### src/rtl/i2cm_pkg.sv
package i2cm_pkg;
    localparam int BYTE_W   = 8;
    localparam int XFER_CLK = 9;

    typedef enum logic [3:0] {
        ST_IDLE,
        ST_S_SETUP,
        ST_S_HOLD,
        ST_LOW1,
        ST_LOW2,
        ST_RISE,
        ST_HIGH,
        ST_WAITB,
        ST_P_LOW,
        ST_P_RISE,
        ST_P_HIGH,
        ST_P_FREE
    } ctl_st_e;
endpackage

### src/rtl/i2cm_tick.sv
module i2cm_tick #(
    parameter int DIV = 125
) (
    input  logic clk,
    input  logic rst_n,
    input  logic restart,
    output logic tick
);
    localparam int CW = (DIV > 1) ? $clog2(DIV) : 1;
    localparam logic [CW-1:0] LAST = CW'(DIV - 1);

    logic [CW-1:0] cnt_d, cnt_q;

    assign tick = (cnt_q == LAST);

    always_comb begin
        if (restart)   cnt_d = '0;
        else if (tick) cnt_d = '0;
        else           cnt_d = cnt_q + 1'b1;
    end

    always_ff @(posedge clk or negedge rst_n) begin
        if (!rst_n) cnt_q <= '0;
        else        cnt_q <= cnt_d;
    end
endmodule

### src/rtl/i2cm_sync.sv
module i2cm_sync #(
    parameter int STAGES = 2
) (
    input  logic clk,
    input  logic rst_n,
    input  logic din,
    output logic dout
);
    logic [STAGES-1:0] sh_d, sh_q;

    generate
        if (STAGES == 1) begin : g_one
            always_comb sh_d = din;
        end else begin : g_many
            always_comb sh_d = {sh_q[STAGES-2:0], din};
        end
    endgenerate

    always_ff @(posedge clk or negedge rst_n) begin
        if (!rst_n) sh_q <= '1;
        else        sh_q <= sh_d;
    end

    assign dout = sh_q[STAGES-1];
endmodule

### src/rtl/i2cm_ctrl.sv
module i2cm_ctrl
    import i2cm_pkg::*;
(
    input  logic              clk,
    input  logic              rst_n,
    input  logic              tick,
    input  logic              scl_s,
    input  logic              sda_s,
    input  logic              cmd_start,
    input  logic              cmd_stop,
    input  logic              tx_wr,
    input  logic [BYTE_W-1:0] tx_data,
    output logic              restart,
    output logic              scl_oe,
    output logic              sda_oe,
    output logic              ack_seen,
    output logic              irq,
    output logic              busy,
    output ctl_st_e           state_o
);
    localparam int BC_W = $clog2(XFER_CLK);
    localparam logic [BC_W-1:0] ACK_BIT = BC_W'(XFER_CLK - 1);

    typedef struct packed {
        ctl_st_e           st;
        logic [BC_W-1:0]   bitn;
        logic [BYTE_W-1:0] shreg;
        logic              scl_oe;
        logic              sda_oe;
        logic              ack;
        logic              irq;
    } ctl_regs_t;

    ctl_regs_t d, q;

    always_comb begin
        d     = q;
        d.irq = 1'b0;
        unique case (q.st)
            ST_IDLE: begin
                d.scl_oe = 1'b0;
                d.sda_oe = 1'b0;
                if (cmd_start) begin
                    d.shreg = tx_data;
                    d.ack   = 1'b0;
                    d.st    = ST_S_SETUP;
                end
            end
            ST_S_SETUP: if (tick) begin
                d.sda_oe = 1'b1;          // START: SDA falls, SCL high
                d.st     = ST_S_HOLD;
            end
            ST_S_HOLD: if (tick) begin
                d.scl_oe = 1'b1;
                d.bitn   = '0;
                d.st     = ST_LOW1;
            end
            ST_LOW1: if (tick) begin
                // SDA moves only here, SCL has been low for a tick
                d.sda_oe = (q.bitn == ACK_BIT) ? 1'b0 : ~q.shreg[BYTE_W-1];
                d.st     = ST_LOW2;
            end
            ST_LOW2: if (tick) begin
                d.scl_oe = 1'b0;
                d.st     = ST_RISE;
            end
            ST_RISE: if (scl_s) begin
                if (q.bitn == ACK_BIT) d.ack = ~sda_s;
                d.st = ST_HIGH;
            end
            ST_HIGH: if (tick) begin
                d.scl_oe = 1'b1;
                if (q.bitn == ACK_BIT) begin
                    d.irq = 1'b1;
                    d.st  = ST_WAITB;
                end else begin
                    d.bitn  = q.bitn + 1'b1;
                    d.shreg = {q.shreg[BYTE_W-2:0], 1'b0};
                    d.st    = ST_LOW1;
                end
            end
            ST_WAITB: begin
                if (tx_wr) begin
                    d.shreg = tx_data;
                    d.ack   = 1'b0;
                    d.bitn  = '0;
                    d.st    = ST_LOW1;
                end else if (cmd_stop) begin
                    d.sda_oe = 1'b1;
                    d.st     = ST_P_LOW;
                end
            end
            ST_P_LOW: if (tick) begin
                d.scl_oe = 1'b0;
                d.st     = ST_P_RISE;
            end
            ST_P_RISE: if (scl_s) d.st = ST_P_HIGH;
            ST_P_HIGH: if (tick) begin
                d.sda_oe = 1'b0;          // STOP: SDA rises, SCL high
                d.st     = ST_P_FREE;
            end
            ST_P_FREE: if (tick) d.st = ST_IDLE;
            default: d.st = ST_IDLE;
        endcase
    end

    assign restart = (d.st != q.st);

    always_ff @(posedge clk or negedge rst_n) begin
        if (!rst_n) begin
            q.st     <= ST_IDLE;
            q.bitn   <= '0;
            q.shreg  <= '0;
            q.scl_oe <= 1'b0;
            q.sda_oe <= 1'b0;
            q.ack    <= 1'b0;
            q.irq    <= 1'b0;
        end else begin
            q <= d;
        end
    end

    assign scl_oe   = q.scl_oe;
    assign sda_oe   = q.sda_oe;
    assign ack_seen = q.ack;
    assign irq      = q.irq;
    assign busy     = (q.st != ST_IDLE);
    assign state_o  = q.st;
endmodule

### src/rtl/i2cm_tx.sv
module i2cm_tx
    import i2cm_pkg::*;
#(
    parameter int DIV    = 125,
    parameter int SYNC_N = 2
) (
    input  logic              clk,
    input  logic              rst_n,
    input  logic              cmd_start,
    input  logic              cmd_stop,
    input  logic              tx_wr,
    input  logic [BYTE_W-1:0] tx_data,
    output logic              ack_seen,
    output logic              irq,
    output logic              busy,
    input  logic              scl_i,
    output logic              scl_oe,
    input  logic              sda_i,
    output logic              sda_oe
);
    logic    tick, restart, scl_s, sda_s;
    ctl_st_e ctl_state;

    i2cm_tick #(.DIV(DIV)) u_tick (
        .clk(clk), .rst_n(rst_n), .restart(restart), .tick(tick)
    );

    i2cm_sync #(.STAGES(SYNC_N)) u_sync_scl (
        .clk(clk), .rst_n(rst_n), .din(scl_i), .dout(scl_s)
    );

    i2cm_sync #(.STAGES(SYNC_N)) u_sync_sda (
        .clk(clk), .rst_n(rst_n), .din(sda_i), .dout(sda_s)
    );

    i2cm_ctrl u_ctrl (
        .clk(clk), .rst_n(rst_n), .tick(tick), .scl_s(scl_s), .sda_s(sda_s),
        .cmd_start(cmd_start), .cmd_stop(cmd_stop), .tx_wr(tx_wr),
        .tx_data(tx_data), .restart(restart), .scl_oe(scl_oe),
        .sda_oe(sda_oe), .ack_seen(ack_seen), .irq(irq), .busy(busy),
        .state_o(ctl_state)
    );
endmodule

### config.mk
export PLATFORM = sky130hd
export DESIGN_NAME = i2cm_tx
export DESIGN_NICKNAME = d
export VERILOG_FILES = /design/src/rtl/i2cm_pkg.sv /design/src/rtl/i2cm_tick.sv /design/src/rtl/i2cm_sync.sv /design/src/rtl/i2cm_ctrl.sv /design/src/rtl/i2cm_tx.sv
export SDC_FILE = /design/constraint.sdc
export NUM_CORES = 1
export LEC_CHECK = 0
export BUFFER_PORTS_ARGS = -buffer_cell sky130_fd_sc_hd__buf_4
export CORE_ASPECT_RATIO = 0.9
export CORE_MARGIN = 2
export CORE_UTILIZATION = 40
export DETAILED_ROUTE_END_ITERATION = 12
export SETUP_SLACK_MARGIN = 0.1
export SLEW_MARGIN = 25
export SYNTH_ARGS = -nofsm -noshare
export SYNTH_HDL_FRONTEND = slang
export SYNTH_SLANG_ARGS = --single-unit
### constraint.sdc
create_clock -name clk -period 2.3 [get_ports clk]
set_clock_uncertainty 0.1 [all_clocks]
set_input_delay 0.115 -clock clk [delete_from_list [all_inputs] [get_ports clk]]
set_output_delay 0.115 -clock clk [all_outputs]
set_load 0.02 [all_outputs]
-- Yosys cells after proc, flatten, opt, wreduce, memory -nomap -nowiden
Cells that the tools add are included.
- bits in registers: 31
- bits in latches: 0
- memory bits (writable): 0
- memory bits (read-only): 0
- input bits: 15
- output and inout bits: 5
- logic and storage cells: 92
- memories kept: 0
- $add $sub $neg: 2
- multiply operators: 0
- div/mod/pow operators: 0
- magnitude comparators: 0
- equality and inequality tests: 27
- shift-type cells: 0
- multiplexer cells: 38
- bitwise gates (word level): 2
- reductions and logical operators: 13
- operators with widths (cell ; number):
    4-bit one-hot mux with 12 select lines ; 1
    4-bit two-way mux ; 11
    12-bit two-way mux ; 2
    8-bit one-hot mux with 3 select lines ; 1
    2-bit != test (second input constant) ; 11
    4-bit equality test (second input constant) ; 5
    17-bit two-way mux ; 1
    4-bit by 3-bit equality test with 1-bit output (second input constant) ; 4
    8-bit two-way mux ; 2
    5-bit AND reduction ; 3
    7-bit two-way mux ; 2
    1-bit two-way mux ; 13
    4-bit one-hot mux with 3 select lines ; 1
    3-bit nonzero test ; 3
    4-bit by 2-bit equality test with 1-bit output (second input constant) ; 2
    4-bit nonzero test ; 2
    7-bit by 1-bit adder with 7-bit output (second input constant) ; 1
    7-bit equality test (second input constant) ; 1
    6-bit AND reduction ; 1
    1-bit one-hot mux with 5 select lines ; 1
    5-bit nonzero test ; 1
    4-bit by 1-bit adder with 4-bit output (second input constant) ; 1
    4-bit by 1-bit equality test with 1-bit output (second input constant) ; 1
    4-bit logical NOT ; 1
    8 further kinds ; 10

-- Depth between registers and ports, before layout
- word-level depth: 6
- mapped depth: 7
- depth with buffers taken out: 6

-- By module
Synthesis repeated with hierarchy kept, for this count alone.
- cells, all modules: 195
- area total of the unflattened synthesis: 1826.8 um2
- modules (own cells, without submodules) (module ; instances ; cells an instance ; area each (um2) ; seq. area each (um2)):
    i2cm_ctrl ; 1 ; 156 ; 1385.1 ; 500.5
    i2cm_tick ; 1 ; 35 ; 336.6 ; 175.2
    i2cm_sync ; 2 ; 2 ; 52.6 ; 52.6

-- Worst setup path before layout
No wires, ideal clock.
- kind: register -> register
- from: register u_tick.cnt_q[0]
- to: register u_ctrl.q[10] (netlist name)
- arrival: 1.707 ns
- data required time: 2.075 ns
- setup slack: 0.368 ns
- cell stages (with the launch flop): 8
- period minus slack after synthesis: 1.932 ns
- cell sequence: dfrtp_1 -> inv_1 -> ha_1 -> and2_0 -> buf_2 -> a31oi_4 -> nor3_4 -> mux2_2
- cells in the longest elaborated chain, start to end: 3
- ends and longest elaborated chain (element ; line ; text):
    start, declared ; i2cm_tick.sv:12 ; logic [CW-1:0] cnt_d, cnt_q;
    start signal, assigned ; i2cm_tick.sv:24 ; else cnt_q <= cnt_d;
    7-bit equality test ; i2cm_tick.sv:14 ; assign tick = (cnt_q == LAST);
    2-bit != test (no source line) ; -- ;
    5-bit AND reduction (no source line) ; -- ;
    end, declared ; i2cm_ctrl.sv:34 ; ctl_regs_t d, q;
Every way passes these cells.
A chain may end at the register's enable or synchronous reset.

-- Final worst setup path
- from: register u_ctrl.q, in the netlist u_ctrl.state_o[3]
- to: register u_tick.cnt_q[3]
- cells in the longest elaborated chain, start to end: 5
- elaborated cells on any way between the ends: 28
- classes of those cells: eq/ne: 12; mux: 15; reduce/logical: 1
- ends and longest elaborated chain (element ; line ; text):
    4-bit two-way mux ; i2cm_ctrl.sv:88 ; end else if (cmd_stop) begin
    4-bit two-way mux ; i2cm_ctrl.sv:83 ; if (tx_wr) begin
    4-bit one-hot mux with 12 select lines ; i2cm_ctrl.sv:39 ; unique case (q.st)
    4-bit != test (*) ; i2cm_ctrl.sv:107 ; assign restart = (d.st != q.st);
    7-bit two-way mux (*) ; i2cm_tick.sv:17 ; if (restart) cnt_d = '0;
    via u_tick.cnt_d[3] ; i2cm_tick.sv:12 ;
The timed path passes the listed nets; every way through them passes the cells marked *. The select of a mux whose other input is x is not followed.

==> run metrics <==
status finished clean; Die ar. 0.00533 mm²; die width 76.7 µm; final hold vios 0; Clk network pwr share 30.6%; Worst setup SP type flop; Starting Density 42.1%; diode count 0; main combinational cell family by area after synthesis simple AND/OR/NAND/NOR gates; P_leak 0.000931 µW; worst slew pin tran 602 ps; Pint 1090 µW; Final ANT Viol Nets 0; Data required, critical path 2370 ps; fin crit period 2100 ps; antenna violations before repair 0; Overall Global Routing Usage 17.9%; Vias per Instance 5.88; worst skew pair latency 280 ps; Mapped Nets 207; final wirelength 4.49 mm; final setup vio count 0; critical path's largest stage delay 550 ps; num rows 23; sequential fraction of design power 48.5%; complex-gate fraction of the synthesized area 18.0%; Clock Tree Buf Depth 2; Pins Over Slew Limit 0; Port Buffers 19; P&R area growth vs syn 20.4%; pin count of the biggest net entering global routing 32; global route overflow 0; Comb pwr share 20.9%; ranking of synthesized cells by area dfrtp_1, mux2_2, dfstp_2; Crit Path Category flop to flop; layout cells sized above 1 29.0%; post-synth top area share 35.5%; CP Max Fanout 13; Switching Fraction 29.9%; nets@finish 235; Post-DP HPWL 3.23 mm; vias in the first global route 1,658; slew margin rel. 59.8%; Syn Area/Cell 10.1 µm²; worst min-delay path class input pin to flop; Vert. Die Dim 69.4 µm; leading area contributor after synthesis dfrtp_1; commonest register cell after synthesis dfrtp_1; mux contribution to synthesized area 6.97%; setup TNS 0 ps; CTS tree yes; Setup crit end kind flop; fin crit share 91.4%; clock sinks 31; Post-Syn Area 0.00190 mm²; Netlist cell types 54; xor/xnor share of the synthesized area 2.76%; Sw Pwr 466 µW; IO Count 20; Cell Chain, Critical Path buf_4, or2_1, a32oi_1, o311ai_2, nor4_1; Final Util 50.7%; CP max-delay cell dfrtp_1; simple logic cell fraction of the synthesized area 23.6%; Post-Syn Instances 188; first-pass GRT wire length 7.69 mm; H-tree depth 2; 1st-iter DRT viols 114; Residual DRC 0; clk slew on worst S/H paths 70 ps; core area 0.00452 mm²; register area share after synthesis 41.0%; post-synthesis adder-cell area fraction 2.63%; P per Cell Area 681 mW/mm²; DR pass1 iterations 4; root buffer cell clkbuf_8; CTS buffer count 5; total number of vias 1,641; VDD IR max 0.000355 V; fmax 475 MHz; routed len/inst 16.1 µm; EDFF count, synth 0; Synth async-reset ratio 100%; Yosys warning count 0; routability cong. 0.820; Arrival @ worst endpoint 2170 ps; RSZ-0062 raised after global routing yes; post-synthesis register bit count 31; maxcap violations 0
worst max-delay path: cells and delay by family, from the launching register on:
family          cells  cell delay [ps]
compound gates      2              500
simple gates        2              600
buf+inv             1              240
flops               1              550
area by class of cell:
class	count	area [µm²]
well taps	62	77.6
multi-input cells	138	1050
repair buffers	33	258
flip-flops and latches	31	783
fillers	421	2230
clock buffers	8	100
inverters	7	26.3
metrics by stage:
step                      instance area [µm²]  total power (µW)  instances  setup WS [ps]  hold slack (ps)
final                                    2290              1560        279            197             83.5
after global routing                     2290              1660        279           64.2             99.4
after CTS                                2270              1560        279            155             77.2
after detailed placement                 2130              1070        267            135            -23.3
after global placement                   2130              1050        267            278            -32.2
after floorplan                          1900               955        188            368             -281
per-layer routing:
| metal | up-vias | track usage [%] | share of wire (%) |
|---|---|---|---|
| met4 | 0 | 4.85 | 0.45 |
| met5 | - | 0 | 0 |
| met1 | 807 | 23.2 | 45 |
| li1 | 772 | - | - |
| met3 | 4 | 4.82 | 5.9 |
| met2 | 58 | 29.6 | 48 |
power groups by stage:
| stage | clock [µW] | combinational [µW] | sequential [µW] |
|---|---|---|---|
| 3_3_place_gp | 0 | 301 | 751 |
| 4_1_cts | 485 | 318 | 753 |
| 3_5_place_dp | 0 | 315 | 759 |
| 5_1_grt | 514 | 367 | 775 |
| 2_1_floorplan | 0 | 222 | 733 |
| 6_report | 478 | 326 | 756 |
placed cells by master (no fill, tap or decap), types with 5 or more instances in the layout:
cell type / instances
o21ai_0: 8
a21oi_1: 5
mux2_2: 10
buf_4: 29
dfrtp_1: 25
inv_1: 6
clkbuf_8: 7
a22o_1: 8
nand2_1: 10
nor2_1: 7
nor3_1: 7
nor2b_1: 5
cells by family after synthesis:
family                   after synthesis
buffers and inverters                 19
AO/OA/AOI/OAI                         45
adder cells (fa/ha/maj)                4
AND/OR/NAND/NOR                       71
multiplexers                          12
flip-flops                            31
XOR/XNOR                               6
final timing paths:
kind	to	from	slack [ps]	cells after the start
worst max-delay path	u_tick.cnt_q[3]	u_ctrl.state_o[3]	200	5
worst min-delay path	u_ctrl.q[7]	tx_data[3]	80	3
worst max register to register	u_tick.cnt_q[3]	u_ctrl.state_o[3]	200	5
worst min register to register	u_sync_scl.sh_q[1]	u_sync_scl.sh_q[0]	260	0
max in group asynchronous	u_sync_scl.sh_q[1]	rst_n	1570	2
min in group asynchronous	u_tick.cnt_q[3]	rst_n	200	2
registers in the layout (all words and copies together) (netlist names):
signal / count
u_tick.cnt_q: 7
u_ctrl.q: 12
u_sync_scl.sh_q: 2
u_ctrl.sda_oe: 1
u_ctrl.scl_oe: 1
u_ctrl.irq: 1
u_sync_sda.sh_q: 2
u_ctrl.ack_seen: 1
u_ctrl.state_o: 4
cells in the mapped netlist (5+ instances only):
cell and count:
nor2b_1 5, mux2_2 10, buf_2 10, nor2_1 7, nor3_1 7, inv_1 6
nor4_1 5, a21oi_1 5, nand2_1 10, o21ai_0 8, a22o_1 8, dfrtp_1 27
what timing repair did:
item | 4_1_cts | 5_1_grt
hold buffers | 4 | 0
hold endpoints to repair | 34 | 0
endpoints found under the setup margin | 0 | 14
resized for setup | 0 | 6
setup buffers | 0 | 0
No activity file was read; power rests on OpenSTA's default activity.
